File: src/rtl/evq_pkg.sv
// Package: shared types for the event queue producer.
// Assumes nothing beyond IEEE 1800-2017 packages.
package evq_pkg;

    // Control states: waiting for an event, offering a request, awaiting the reply
    typedef enum logic [1:0] {
        EVQ_IDLE = 2'd0,
        EVQ_REQ  = 2'd1,
        EVQ_RESP = 2'd2
    } evq_state_e;

    // Width of the log2-size field held in the low bits of the base word
    localparam int unsigned EVQ_LG_W = 5;

endpackage

File: src/rtl/evq_ptr.sv
// Module: evq_ptr
// Holds the producer and consumer indices. Each carries one wrap bit at
// position lg. Derives full and empty by comparing index and wrap bits
// separately, and computes the wrapped increment.
// Assumes lg has already been clamped to MAX_LOG2 by the caller.
module evq_ptr #(
    parameter int unsigned MAX_LOG2 = 8,
    localparam int unsigned IDX_W   = MAX_LOG2 + 1
) (
    input  logic                         clk,
    input  logic                         rst_n,
    input  logic [evq_pkg::EVQ_LG_W-1:0] lg,
    input  logic                         adv,
    input  logic                         cons_we,
    input  logic [IDX_W-1:0]             cons_wdata,
    output logic [IDX_W-1:0]             prod_vis,
    output logic [IDX_W-1:0]             cons_vis,
    output logic [IDX_W-1:0]             prod_slot,
    output logic                         full,
    output logic                         empty
);

    logic [IDX_W:0]   keep_wide;
    logic [IDX_W-1:0] keep;
    logic [IDX_W-1:0] idx_mask;
    logic [IDX_W-1:0] wrap_sel;
    logic [IDX_W-1:0] prod_q;
    logic [IDX_W-1:0] cons_q;
    logic [IDX_W-1:0] diff;
    logic [IDX_W-1:0] prod_next;
    logic [5:0]       lg_plus;

    // Build the masks for index bits, the wrap bit, and both together
    always_comb begin
        lg_plus   = {1'b0, lg} + 6'd1;
        keep_wide = ((IDX_W+1)'(1) << lg_plus) - (IDX_W+1)'(1);
        keep      = keep_wide[IDX_W-1:0];
        idx_mask  = keep >> 1;
        wrap_sel  = keep ^ idx_mask;
    end

    // Compare the index bits and the wrap bit separately
    always_comb begin
        diff  = prod_q ^ cons_q;
        empty = ((diff & idx_mask) == '0) && ((diff & wrap_sel) == '0);
        full  = ((diff & idx_mask) == '0) && ((diff & wrap_sel) != '0);
    end

    // Next producer value: step, or clear the index bits and invert the wrap bit
    always_comb begin
        if ((prod_q & idx_mask) == idx_mask) begin
            prod_next = (prod_q & wrap_sel) ^ wrap_sel;
        end else begin
            prod_next = (prod_q + IDX_W'(1)) & keep;
        end
    end

    // Producer index register
    always_ff @(posedge clk) begin
        if (!rst_n) begin
            prod_q <= '0;
        end else if (adv) begin
            prod_q <= prod_next;
        end
    end

    // Consumer index register, written by software with bits above lg dropped
    always_ff @(posedge clk) begin
        if (!rst_n) begin
            cons_q <= '0;
        end else if (cons_we) begin
            cons_q <= cons_wdata & keep;
        end
    end

    // Visible copies, trimmed to the current size
    always_comb begin
        prod_vis  = prod_q & keep;
        cons_vis  = cons_q & keep;
        prod_slot = prod_q & idx_mask;
    end

endmodule

File: src/rtl/evq_addr.sv
// Module: evq_addr
// Turns a slot number into a byte address: the aligned base plus the slot
// times the entry size. Uses a shift when the entry size is a power of two,
// and a multiplier otherwise.
// Assumes the base bits arrive without the five low size bits.
module evq_addr #(
    parameter int unsigned ADDR_W      = 64,
    parameter int unsigned IDX_W       = 9,
    parameter int unsigned ENTRY_BYTES = 32,
    localparam int unsigned LG_W       = evq_pkg::EVQ_LG_W,
    localparam int unsigned OFF_SH     = $clog2(ENTRY_BYTES)
) (
    input  logic [ADDR_W-LG_W-1:0] base_hi,
    input  logic [IDX_W-1:0]       slot,
    output logic [ADDR_W-1:0]      addr
);

    logic [ADDR_W-1:0] offset;

    generate
        if ((1 << OFF_SH) == ENTRY_BYTES) begin : g_shift
            // Power-of-two entry: the offset is a shift of the slot number
            always_comb offset = ADDR_W'(slot) << OFF_SH;
        end else begin : g_mult
            // Any other entry size: multiply
            always_comb offset = ADDR_W'(slot) * ADDR_W'(ENTRY_BYTES);
        end
    endgenerate

    // Add the aligned base to the slot offset
    always_comb addr = {base_hi, {LG_W{1'b0}}} + offset;

endmodule

File: src/rtl/evq_ctrl.sv
// Module: evq_ctrl
// Takes one event at a time. Drops it when the queue is off or full, or
// else issues a single write request and waits for the response. Asks
// for a producer advance and pulses the interrupt on success.
// Assumes the memory sends exactly one response per accepted request.
module evq_ctrl #(
    parameter int unsigned ADDR_W = 64,
    parameter int unsigned REC_W  = 256
) (
    input  logic              clk,
    input  logic              rst_n,
    input  logic              q_enable,
    input  logic              irq_enable,
    input  logic              q_full,
    input  logic              evt_valid,
    output logic              evt_ready,
    input  logic [REC_W-1:0]  evt_data,
    input  logic [ADDR_W-1:0] slot_addr,
    output logic              mem_req_valid,
    input  logic              mem_req_ready,
    output logic [ADDR_W-1:0] mem_req_addr,
    output logic [REC_W-1:0]  mem_req_data,
    input  logic              mem_resp_valid,
    input  logic              mem_resp_err,
    output logic              adv,
    output logic              wait_resp,
    output logic              evt_irq
);

    import evq_pkg::*;

    evq_state_e        state_q;
    evq_state_e        state_d;
    logic              take;
    logic              write_it;
    logic              resp_ok;
    logic [ADDR_W-1:0] addr_q;
    logic [REC_W-1:0]  rec_q;
    logic              irq_q;

    // Decode the handshake and the drop conditions
    always_comb begin
        evt_ready     = (state_q == EVQ_IDLE);
        take          = evt_valid && evt_ready;
        write_it      = take && q_enable && !q_full;
        wait_resp     = (state_q == EVQ_RESP);
        resp_ok       = wait_resp && mem_resp_valid && !mem_resp_err;
        adv           = resp_ok;
        mem_req_valid = (state_q == EVQ_REQ);
    end

    // Next state of the one-deep write sequence
    always_comb begin
        state_d = state_q;
        unique case (state_q)
            EVQ_IDLE: if (write_it)       state_d = EVQ_REQ;
            EVQ_REQ:  if (mem_req_ready)  state_d = EVQ_RESP;
            EVQ_RESP: if (mem_resp_valid) state_d = EVQ_IDLE;
            default:                      state_d = EVQ_IDLE;
        endcase
    end

    // State register
    always_ff @(posedge clk) begin
        if (!rst_n) begin
            state_q <= EVQ_IDLE;
        end else begin
            state_q <= state_d;
        end
    end

    // Capture the record and its slot address when the write is started
    always_ff @(posedge clk) begin
        if (!rst_n) begin
            addr_q <= '0;
            rec_q  <= '0;
        end else if (write_it) begin
            addr_q <= slot_addr;
            rec_q  <= evt_data;
        end
    end

    // One-cycle interrupt after a good response
    always_ff @(posedge clk) begin
        if (!rst_n) begin
            irq_q <= 1'b0;
        end else begin
            irq_q <= resp_ok && irq_enable;
        end
    end

    // Drive the request payload and the pulse
    always_comb begin
        mem_req_addr = addr_q;
        mem_req_data = rec_q;
        evt_irq      = irq_q;
    end

endmodule

File: src/rtl/evq_producer.sv
// Module: evq_producer (top)
// Writes event records into a power-of-two circular memory queue. The
// indices carry wrap bits; software moves the consumer index.
// Assumes q_base and q_enable change only while no write is in flight.
module evq_producer #(
    parameter int unsigned ADDR_W   = 64,
    parameter int unsigned REC_W    = 256,
    parameter int unsigned MAX_LOG2 = 8,
    parameter int unsigned CSR_W    = 32,
    localparam int unsigned IDX_W       = MAX_LOG2 + 1,
    localparam int unsigned ENTRY_BYTES = REC_W / 8,
    localparam int unsigned LG_W        = evq_pkg::EVQ_LG_W
) (
    input  logic              clk,
    input  logic              rst_n,
    input  logic              q_enable,
    input  logic              irq_enable,
    input  logic [ADDR_W-1:0] q_base,
    input  logic              evt_valid,
    output logic              evt_ready,
    input  logic [REC_W-1:0]  evt_data,
    input  logic              cons_wr_en,
    input  logic [IDX_W-1:0]  cons_wr_data,
    output logic              mem_req_valid,
    input  logic              mem_req_ready,
    output logic [ADDR_W-1:0] mem_req_addr,
    output logic [REC_W-1:0]  mem_req_data,
    input  logic              mem_resp_valid,
    input  logic              mem_resp_err,
    output logic [CSR_W-1:0]  prod_reg,
    output logic [CSR_W-1:0]  cons_reg,
    output logic              evt_irq
);

    logic [LG_W-1:0]   lg_eff;
    logic [IDX_W-1:0]  prod_vis;
    logic [IDX_W-1:0]  cons_vis;
    logic [IDX_W-1:0]  prod_slot;
    logic              q_full;
    logic              q_empty;
    logic              adv;
    logic              wait_resp;
    logic [ADDR_W-1:0] slot_addr;

    generate
        if (MAX_LOG2 < (1 << LG_W) - 1) begin : g_clamp
            // Limit the requested size to what the index registers can hold
            always_comb begin
                if (q_base[LG_W-1:0] > LG_W'(MAX_LOG2)) begin
                    lg_eff = LG_W'(MAX_LOG2);
                end else begin
                    lg_eff = q_base[LG_W-1:0];
                end
            end
        end else begin : g_noclamp
            // Index registers cover every encodable size
            always_comb lg_eff = q_base[LG_W-1:0];
        end
    endgenerate

    evq_ptr #(
        .MAX_LOG2 (MAX_LOG2)
    ) ptr_i (
        .clk        (clk),
        .rst_n      (rst_n),
        .lg         (lg_eff),
        .adv        (adv),
        .cons_we    (cons_wr_en),
        .cons_wdata (cons_wr_data),
        .prod_vis   (prod_vis),
        .cons_vis   (cons_vis),
        .prod_slot  (prod_slot),
        .full       (q_full),
        .empty      (q_empty)
    );

    evq_addr #(
        .ADDR_W      (ADDR_W),
        .IDX_W       (IDX_W),
        .ENTRY_BYTES (ENTRY_BYTES)
    ) addr_i (
        .base_hi (q_base[ADDR_W-1:LG_W]),
        .slot    (prod_slot),
        .addr    (slot_addr)
    );

    evq_ctrl #(
        .ADDR_W (ADDR_W),
        .REC_W  (REC_W)
    ) ctrl_i (
        .clk            (clk),
        .rst_n          (rst_n),
        .q_enable       (q_enable),
        .irq_enable     (irq_enable),
        .q_full         (q_full),
        .evt_valid      (evt_valid),
        .evt_ready      (evt_ready),
        .evt_data       (evt_data),
        .slot_addr      (slot_addr),
        .mem_req_valid  (mem_req_valid),
        .mem_req_ready  (mem_req_ready),
        .mem_req_addr   (mem_req_addr),
        .mem_req_data   (mem_req_data),
        .mem_resp_valid (mem_resp_valid),
        .mem_resp_err   (mem_resp_err),
        .adv            (adv),
        .wait_resp      (wait_resp),
        .evt_irq        (evt_irq)
    );

    // Zero-extend the index registers to register width
    always_comb begin
        prod_reg = CSR_W'(prod_vis);
        cons_reg = CSR_W'(cons_vis);
    end

endmodule

File: config.mk
export PLATFORM = sky130hd
export DESIGN_NAME = evq_producer
export DESIGN_NICKNAME = d
export VERILOG_FILES = /design/src/rtl/evq_pkg.sv /design/src/rtl/evq_ptr.sv /design/src/rtl/evq_addr.sv /design/src/rtl/evq_ctrl.sv /design/src/rtl/evq_producer.sv
export SDC_FILE = /design/constraint.sdc
export NUM_CORES = 1
export LEC_CHECK = 0
export ABC_AREA = 1
export BUFFER_PORTS_ARGS = -buffer_cell sky130_fd_sc_hd__clkbuf_2
export CAP_MARGIN = 25
export CORE_AREA = 2 2 278 280
export DETAILED_ROUTE_END_ITERATION = 10
export DIE_AREA = 0 0 280 282
export PLACE_DENSITY = 0.53
export SLEW_MARGIN = 30
export SYNTH_ARGS = -nofsm -noshare
export SYNTH_HDL_FRONTEND = slang
export SYNTH_SLANG_ARGS = --single-unit
File: constraint.sdc
create_clock -name clk -period 7.4 [get_ports clk]
set_input_delay 1.11 -clock clk [delete_from_list [all_inputs] [get_ports clk]]
set_output_delay 1.11 -clock clk [all_outputs]
set_load 0.02 [all_outputs]
==> key figures, run 1 <==
Status
  • Status: finished, final reports clean

Yosys
  • Synth Instances: roughly 2900
  • Top cells by area, synth: dfxtp_1 35%, nand2_1 9.2%, a21oi_1 9.0%
  • Yosys top cell by area: dfxtp_1
  • Mean Syn Cell Area: between 6 and 7 um^2
  • Post-synthesis register bit count: about 340
  • Synth warn: 0
  • Mapped cell area: around 19000 um^2
  • Most used DFF post-synth: dfxtp_1
  • Register area share after synthesis: 0.3542
  • Async S/R FF share, synth: 0
  • Post-synthesis cell type count: 52
  • Top-area cell type share of the netlist area: 0.3542
  • EDFF count, synth: 0

Drt
  • Routed WL per cell: about 16 um
  • Via count: just under 20000
  • Initial DRC count: about 1000
  • Final ANT Viol Nets: 0
  • Post-Route WL: around 72000 um
  • DRC: 0
  • Via density: 4.406
  • First drt pass iteration count: 5

CTS
  • # clock sinks: roughly 340
  • TritonCTS clock tree: built
  • Root Driver: clkbuf_16
  • Htree depth: 2
  • TritonCTS buffer count: 42
  • Worst-skew pair later-pin latency: approximately 0.58 ns
  • Post-CTS setup buffers: 0
  • CTS Hold Bufs: 0
  • Post-CTS sizing: 0
  • Clk buf depth: 3
  • Clk slew on worst S/H paths: about 0.06 ns

STA
  • Max-slew headroom: 0.3191
  • RSZ-0062 raised after global routing: false
  • Tcrit/Tclk final: 0.7979
  • Actual slew at the worst max-slew pin: slightly above 1 ns
  • Setup Total Neg Slack: 0 ns
  • Final setup viols: 0
  • Fin crit period: approximately 5.9 ns
  • Fin. Hold Viols: 0
  • Fin. max-slew vios: 0
  • Max Clk Rate: 0.1694 GHz
  • Clock skew: about 0.021 ns

Critical path
  • Startpoint types: primary input
  • Crit path max fanout: 9
  • Setup CP Type: in2reg
  • Worst R2R Path Depth: 18
  • CP max stage delay: 0.43 ns
  • CP required: just under 8 ns
  • Worst Setup End Kind: register
  • Cell mode on critical path: inv_1
  • CP max stage cell: fa_1
  • Worst Path Arrival: ~6.4 ns

Min path
  • Hold Crit Class: reg2reg
  • Cell depth of the worst min-delay path: 2

Die
  • Die W: approximately 280 um
  • Core box area: 75700 um^2
  • Die height: between 200 and 300 um
  • Die footprint: 78960 um^2
  • Initial Utilization: 0.2509
  • Row count: a little over 100
  • Ports: roughly 730

Placed design
  • Post-placement cell area: approximately 23000 um^2
  • Final HPWL DP: roughly 54000 um
  • Cell count after placement: 4340
  • PortBufs: 673
  • Gp weighted congestion: slightly above 0.9

GRT
  • Met1 Use GR: 0.2123
  • Met3 Usage GRT: 0.04831
  • Initial antenna violation count: 6
  • GRT Util Overall: 0.1694
  • Largest net degree at the start of global routing: roughly 190
  • First-pass GRT wire length: 105000 um
  • Vias in the first global route: 17650
  • Busiest grt layer: met2
  • GR Overflow Total: 0
  • GRT met2 Usage: 0.2784

Finish
  • P&R area growth vs syn: 26.38%
  • Post-route cell area: 24000 um^2
  • Finished Layout Cells: 4422
  • Number of fill cells: approximately 8600
  • Share of cells above drive strength 1: 0.2578
  • Fin nets: 3759

Pwr
  • Psw: around 1.9 mW
  • Maximum vdd drop: about 0.12 mV
  • Power Internal: 3.602 mW
  • Logic pwr share: 0.250
  • Switching Share: 0.3448
  • Flop pwr share: 0.377
  • Cell leakage power: 12.34 nW
  • PwrDens: roughly 230 nW/um^2
  • Clock network fraction of design power: 0.373
  • Total power: between 5 and 6 mW

Job
  • Max cap viols: 0
==> placed cells by master, fill, tap and decap left out, types with 13 or more instances in the layout <==
| master | n |
|---|---|
| a21oi_1 | 342 |
| clkbuf_16 | 42 |
| clkbuf_2 | 672 |
| conb_1 | 51 |
| dfxtp_1 | 336 |
| ha_1 | 13 |
| inv_1 | 418 |
| nand2_1 | 466 |
| nand3_1 | 305 |
| nand3_2 | 74 |
| nand4_1 | 24 |
| nor2_1 | 433 |
| nor3_1 | 34 |
| o21ai_0 | 20 |
| xnor2_1 | 20 |
| xor2_1 | 45 |
==> layer usage <==
metal | share of wire | wire length, um | vias to the layer above
met3 | 0.081 | 5839 | 96
li1 | - | - | 9998
met1 | 0.43 | 30480 | 8756
met5 | 0.00054 | 39 | -
met2 | 0.46 | 33240 | 627
met4 | 0.029 | 2071 | 6
==> synth_stat cells (all sizes together) (4+ instances only) <==
cell type,instances
and3,4
nand2,485
xnor2,20
inv,425
a21oi,343
o21ai,26
nor2,442
ha,13
nor4,9
dfxtp,336
clkbuf,60
nand3,381
nand4,26
nor3,35
xor2,45
buf,173
==> final cells by class <==
type / instances / area [um^2] / area share
Sequential cell: 336 / 6726 / 0.2803
Multi-Input combinational cell: 1906 / 9369 / 0.3904
Tap cell: 978 / 1224 / 0.05099
Clock inverter: 14 / 122.6 / 0.005109
Inverter: 425 / 1600 / 0.06668
Antenna cell: 3 / 7.507 / 0.0003128
Clock buffer: 64 / 1254 / 0.05224
Timing Repair Buffer: 696 / 3696 / 0.1540
==> flip-flops by register name, indices dropped and copies added (netlist names) <==
| signal | flops |
|---|---|
| ptr_i.cons_q | 9 |
| ctrl_i.mem_req_data | 256 |
| ptr_i.prod_q | 9 |
| ctrl_i.mem_req_addr | 59 |
| ctrl_i.state_q | 2 |
| ctrl_i.evt_irq | 1 |
==> power by group through the flow <==
stage / Clock (mW) / Combinational, mW / Sequential, mW
4_1_cts: 2.13 / 1.39 / 2.07
2_1_floorplan: 0 / 0.794 / 2.30
5_1_grt: 2.20 / 1.52 / 2.09
3_3_place_gp: 0 / 1.39 / 2.11
6_report: 2.05 / 1.38 / 2.07
3_5_place_dp: 0 / 1.39 / 2.11
==> cell families after synthesis <==
kind of cell,count (synthesis),synth area share
simple gates,1388,0.3379
other cells,1,0.0001975
xor+xnor,65,0.02998
fa+ha+maj,14,0.009620
buf+inv,658,0.1625
flops,336,0.3542
compound gates,388,0.1055
==> worst paths after layout <==
| path | from | end | slack (ns) |
|---|---|---|---|
| hold reg to reg | ctrl_i.mem_req_data[220]$_SDFFE_PN0P_ | ctrl_i.mem_req_data[220]$_SDFFE_PN0P_ | 0.48 |
| hold / removal | ctrl_i.mem_req_data[220]$_SDFFE_PN0P_ | ctrl_i.mem_req_data[220]$_SDFFE_PN0P_ | 0.48 |
| setup reg to reg | ptr_i.prod_q[0]$_SDFFE_PN0P_ | ctrl_i.mem_req_addr[51]$_SDFFE_PN0P_ | 3.47 |
| setup / recovery | q_base[4] | ctrl_i.mem_req_addr[51]$_SDFFE_PN0P_ | 1.50 |
==> metrics by stage <==
step                hold slack (ns)  setup WS [ns]  utilization
finish                       0.4768          1.496       0.3170
floorplan                    0.4583          2.009            -
CTS                          0.4818          1.544       0.3166
detailed placement           0.4659         0.9391       0.2984
global route                 0.4991         0.9536       0.3170
global placement             0.4600          1.012       0.2984
==> critical path, delay by kind of cell <==
kind	cells	cell delay, ns
AO/OA/AOI/OAI	2	0.45
XOR/XNOR	1	0.17
adder cells (fa/ha/maj)	4	1.30
buffers and inverters	8	0.69
AND/OR/NAND/NOR	15	2.70
(Power assumes the default switching activity.)
==> inputs of run 2 (changes only) <==
Clock period 7.4 ns to 6.2 ns, I/O delays scaled along.
==> run 2 against run 1 <==
  * Global-route usage hardly changed
  * Critical path depth stayed put
  * Register-to-register slack worse by 1.2 ns
==> key figures, run 2 (same netlist as run 1, synthesis figures left out) <==
Job
  • Max cap viols: 0 (unchanged)

CTS
  • CTS Hold Bufs: 0 (unchanged)
  • Htree depth: 2 (unchanged)
  • Worst-skew pair later-pin latency: 0.59 ns (was 0.58 ns)
  • Clk buf depth: 3 (unchanged)
  • TritonCTS clock tree: built (unchanged)
  • Clk slew on worst S/H paths: 0.06 ns (about the same)
  • Root Driver: clkbuf_16 (unchanged)
  • Post-CTS setup buffers: 0 (unchanged)
  • TritonCTS buffer count: 42 (unchanged)
  • # clock sinks: 336 (unchanged)
  • Post-CTS sizing: 0 (unchanged)

Drt
  • Via density: 4.387 (was 4.406)
  • Initial DRC count: 1236 (was 1047)
  • Post-Route WL: 71620 um (was 71670 um)
  • Via count: 19420 (was 19480)
  • First drt pass iteration count: 5 (unchanged)
  • DRC: 0 (unchanged)
  • Routed WL per cell: 16.18 um (was 16.21 um)
  • Final ANT Viol Nets: 0 (unchanged)

STA
  • Final WS setup: 0.7631 ns (was 1.496 ns)
  • Fin Hold WS: 0.4756 ns (was 0.4768 ns)
  • Max Clk Rate: around 0.18 GHz
  • RSZ-0062 raised after global routing: false (unchanged)
  • Fin crit period: between 5 and 6 ns
  • Fin. max-slew vios: 0 (unchanged)
  • Fin. Hold Viols: 0 (unchanged)
  • Tcrit/Tclk final: 0.8769
  • Max-slew headroom: 0.3820 (was 0.3191)
  • Actual slew at the worst max-slew pin: 0.9270 ns (was 1.021 ns)
  • Clock skew: 0.02030 ns (was 0.02105 ns)
  • Setup Total Neg Slack: 0 ns (unchanged)
  • Final setup viols: 0 (unchanged)

Die
  • Initial Utilization: 0.2509 (unchanged)
  • Ports: 725 (unchanged)
  • Die footprint: 78960 um^2 (unchanged)
  • Die W: 280 um (unchanged)
  • Die height: 282 um (unchanged)
  • Core box area: 75700 um^2 (unchanged)
  • Row count: 101 (unchanged)

Placed design
  • PortBufs: 673 (unchanged)
  • Cell count after placement: 4349 (was 4340)
  • Gp weighted congestion: 0.9440 (was 0.9232)
  • Post-Place Setup Slack: 0.1188 ns (was 0.9391 ns)
  • Final HPWL DP: 54660 um (was 54390 um)
  • Post-placement cell area: 22660 um^2 (was 22590 um^2)

GRT
  • GRT Util Overall: 0.1695 (was 0.1694)
  • Largest net degree at the start of global routing: 163 (was 186)
  • GR Overflow Total: 0 (unchanged)
  • Vias in the first global route: 17820 (was 17650)
  • Initial antenna violation count: 4 (was 6)
  • First-pass GRT wire length: 105000 um (about the same)

Critical path
  • Worst Setup End Kind: register (unchanged)
  • Flop-to-flop setup slack: 2.27 ns (was 3.47 ns)
  • Crit path max fanout: 8 (was 9)
  • CP max stage cell: fa_1 (unchanged)
  • Setup CP Type: in2reg (unchanged)
  • Worst Path Arrival: 5.95 ns (was 6.41 ns)
  • RR Startpoint: ptr_i.prod_q[0]$_SDFFE_PN0P_ (unchanged)
  • Reg-to-Reg End: ctrl_i.mem_req_addr[51]$_SDFFE_PN0P_ (unchanged)
  • Worst R2R Path Depth: 18 (unchanged)
  • Cell mode on critical path: inv_1 (unchanged)
  • Termination of the worst setup path: ctrl_i.mem_req_addr[51]$_SDFFE_PN0P_ (unchanged)
  • CP max stage delay: 0.44 ns (was 0.43 ns)
  • CP startpoint: q_base[0] (was q_base[4])
  • CP required: 6.71 ns (was 7.91 ns)
  • Startpoint types: primary input (unchanged)

Min path
  • Hold Crit Class: reg2reg (unchanged)
  • Cell depth of the worst min-delay path: 2 (unchanged)

Pwr
  • PwrDens: 277.6 nW/um^2 (was 229.1 nW/um^2)
  • Total power: 6.698 mW (was 5.498 mW)
  • Maximum vdd drop: 0.1586 mV (was 0.1209 mV)
  • Cell leakage power: 12.40 nW (was 12.34 nW)

Finish
  • Post-route cell area: 24120 um^2 (was 24000 um^2)
  • Post-route core utilization: 0.3187 (was 0.3170)
  • Most common cell after layout, fill and taps aside: clkbuf_2 (unchanged)
  • Commonest cells after routing, fill and taps aside: 672 x clkbuf_2, 466 x nand2_1, 433 x nor2_1, 418 x inv_1, 342 x a21oi_1 (unchanged)
  • Number of fill cells: 8570 (was 8586)
  • Finished Layout Cells: 4428 (was 4422)
  • Share of cells above drive strength 1: 0.2594 (was 0.2578)
  • Fin nets: 3767 (was 3759)
  • P&R area growth vs syn: 27.04% (was 26.38%)
  • Largest register FFs: 256 (unchanged)

Status
  • Status: finished, final reports clean (unchanged)
-- run 2: cell types whose count changed in the layout (fill, tap and decap cells not counted) --
cell,before,now
inv_16,0,1
clkinv_8,2,0
bufinv_16,0,3
clkinvlp_4,2,3
clkinv_16,1,2
clkbuf_1,10,8
buf_4,12,21
clkinv_2,9,4
buf_16,1,0
diode_2,3,4
-- run 2: metal layers --
metal,up-vias,share of wire,track usage
met5,-,0,0
met4,0,0.036,0.06842
met3,125,0.088,0.05494
met2,656,0.45,0.2724
met1,8641,0.42,0.2090
li1,10000,-,-
-- run 2: worst min path at each step --
stage | startpoint | to | slack [ns]
2_1_floorplan | ptr_i.cons_q[8]$_SDFFE_PN0P_ | ptr_i.cons_q[8]$_SDFFE_PN0P_ | 0.46
3_3_place_gp | ctrl_i.mem_req_data[40]$_SDFFE_PN0P_ | ctrl_i.mem_req_data[40]$_SDFFE_PN0P_ | 0.46
3_5_place_dp | ctrl_i.mem_req_data[232]$_SDFFE_PN0P_ | ctrl_i.mem_req_data[232]$_SDFFE_PN0P_ | 0.47
4_1_cts | ctrl_i.mem_req_data[37]$_SDFFE_PN0P_ | ctrl_i.mem_req_data[37]$_SDFFE_PN0P_ | 0.48
5_1_grt | ctrl_i.mem_req_data[135]$_SDFFE_PN0P_ | ctrl_i.mem_req_data[135]$_SDFFE_PN0P_ | 0.50
6_report | ctrl_i.mem_req_data[31]$_SDFFE_PN0P_ | ctrl_i.mem_req_data[31]$_SDFFE_PN0P_ | 0.48
-- run 2: power by group --
| part | total (mW) | leakage (nW) | switching [mW] | internal (mW) |
|---|---|---|---|---|
| Combinational | 1.64 | 8.93 | 1.11 | 0.531 |
| Sequential | 2.47 | 2.76 | 0.111 | 2.36 |
| Clock | 2.58 | 0.704 | 1.05 | 1.53 |
-- run 2: worst max-delay path: cells and delay by family --
kind / cells / cell delay (ns)
fa+ha+maj: 4 / 1.26
compound gates: 2 / 0.39
simple gates: 17 / 2.66
buf+inv: 6 / 0.52
xor+xnor: 1 / 0.18
-- run 2: area by class of cell --
cell class | instances | area (um^2) | area share
flip-flops and latches | 336 | 6726 | 0.2788
clock inverters | 13 | 212.7 | 0.008817
multi-input cells | 1906 | 9369 | 0.3884
diodes | 4 | 10.01 | 0.0004149
well taps | 978 | 1224 | 0.05072
repair buffers | 704 | 3736 | 0.1549
clock buffers | 62 | 1246 | 0.05166
inverters | 425 | 1600 | 0.06633
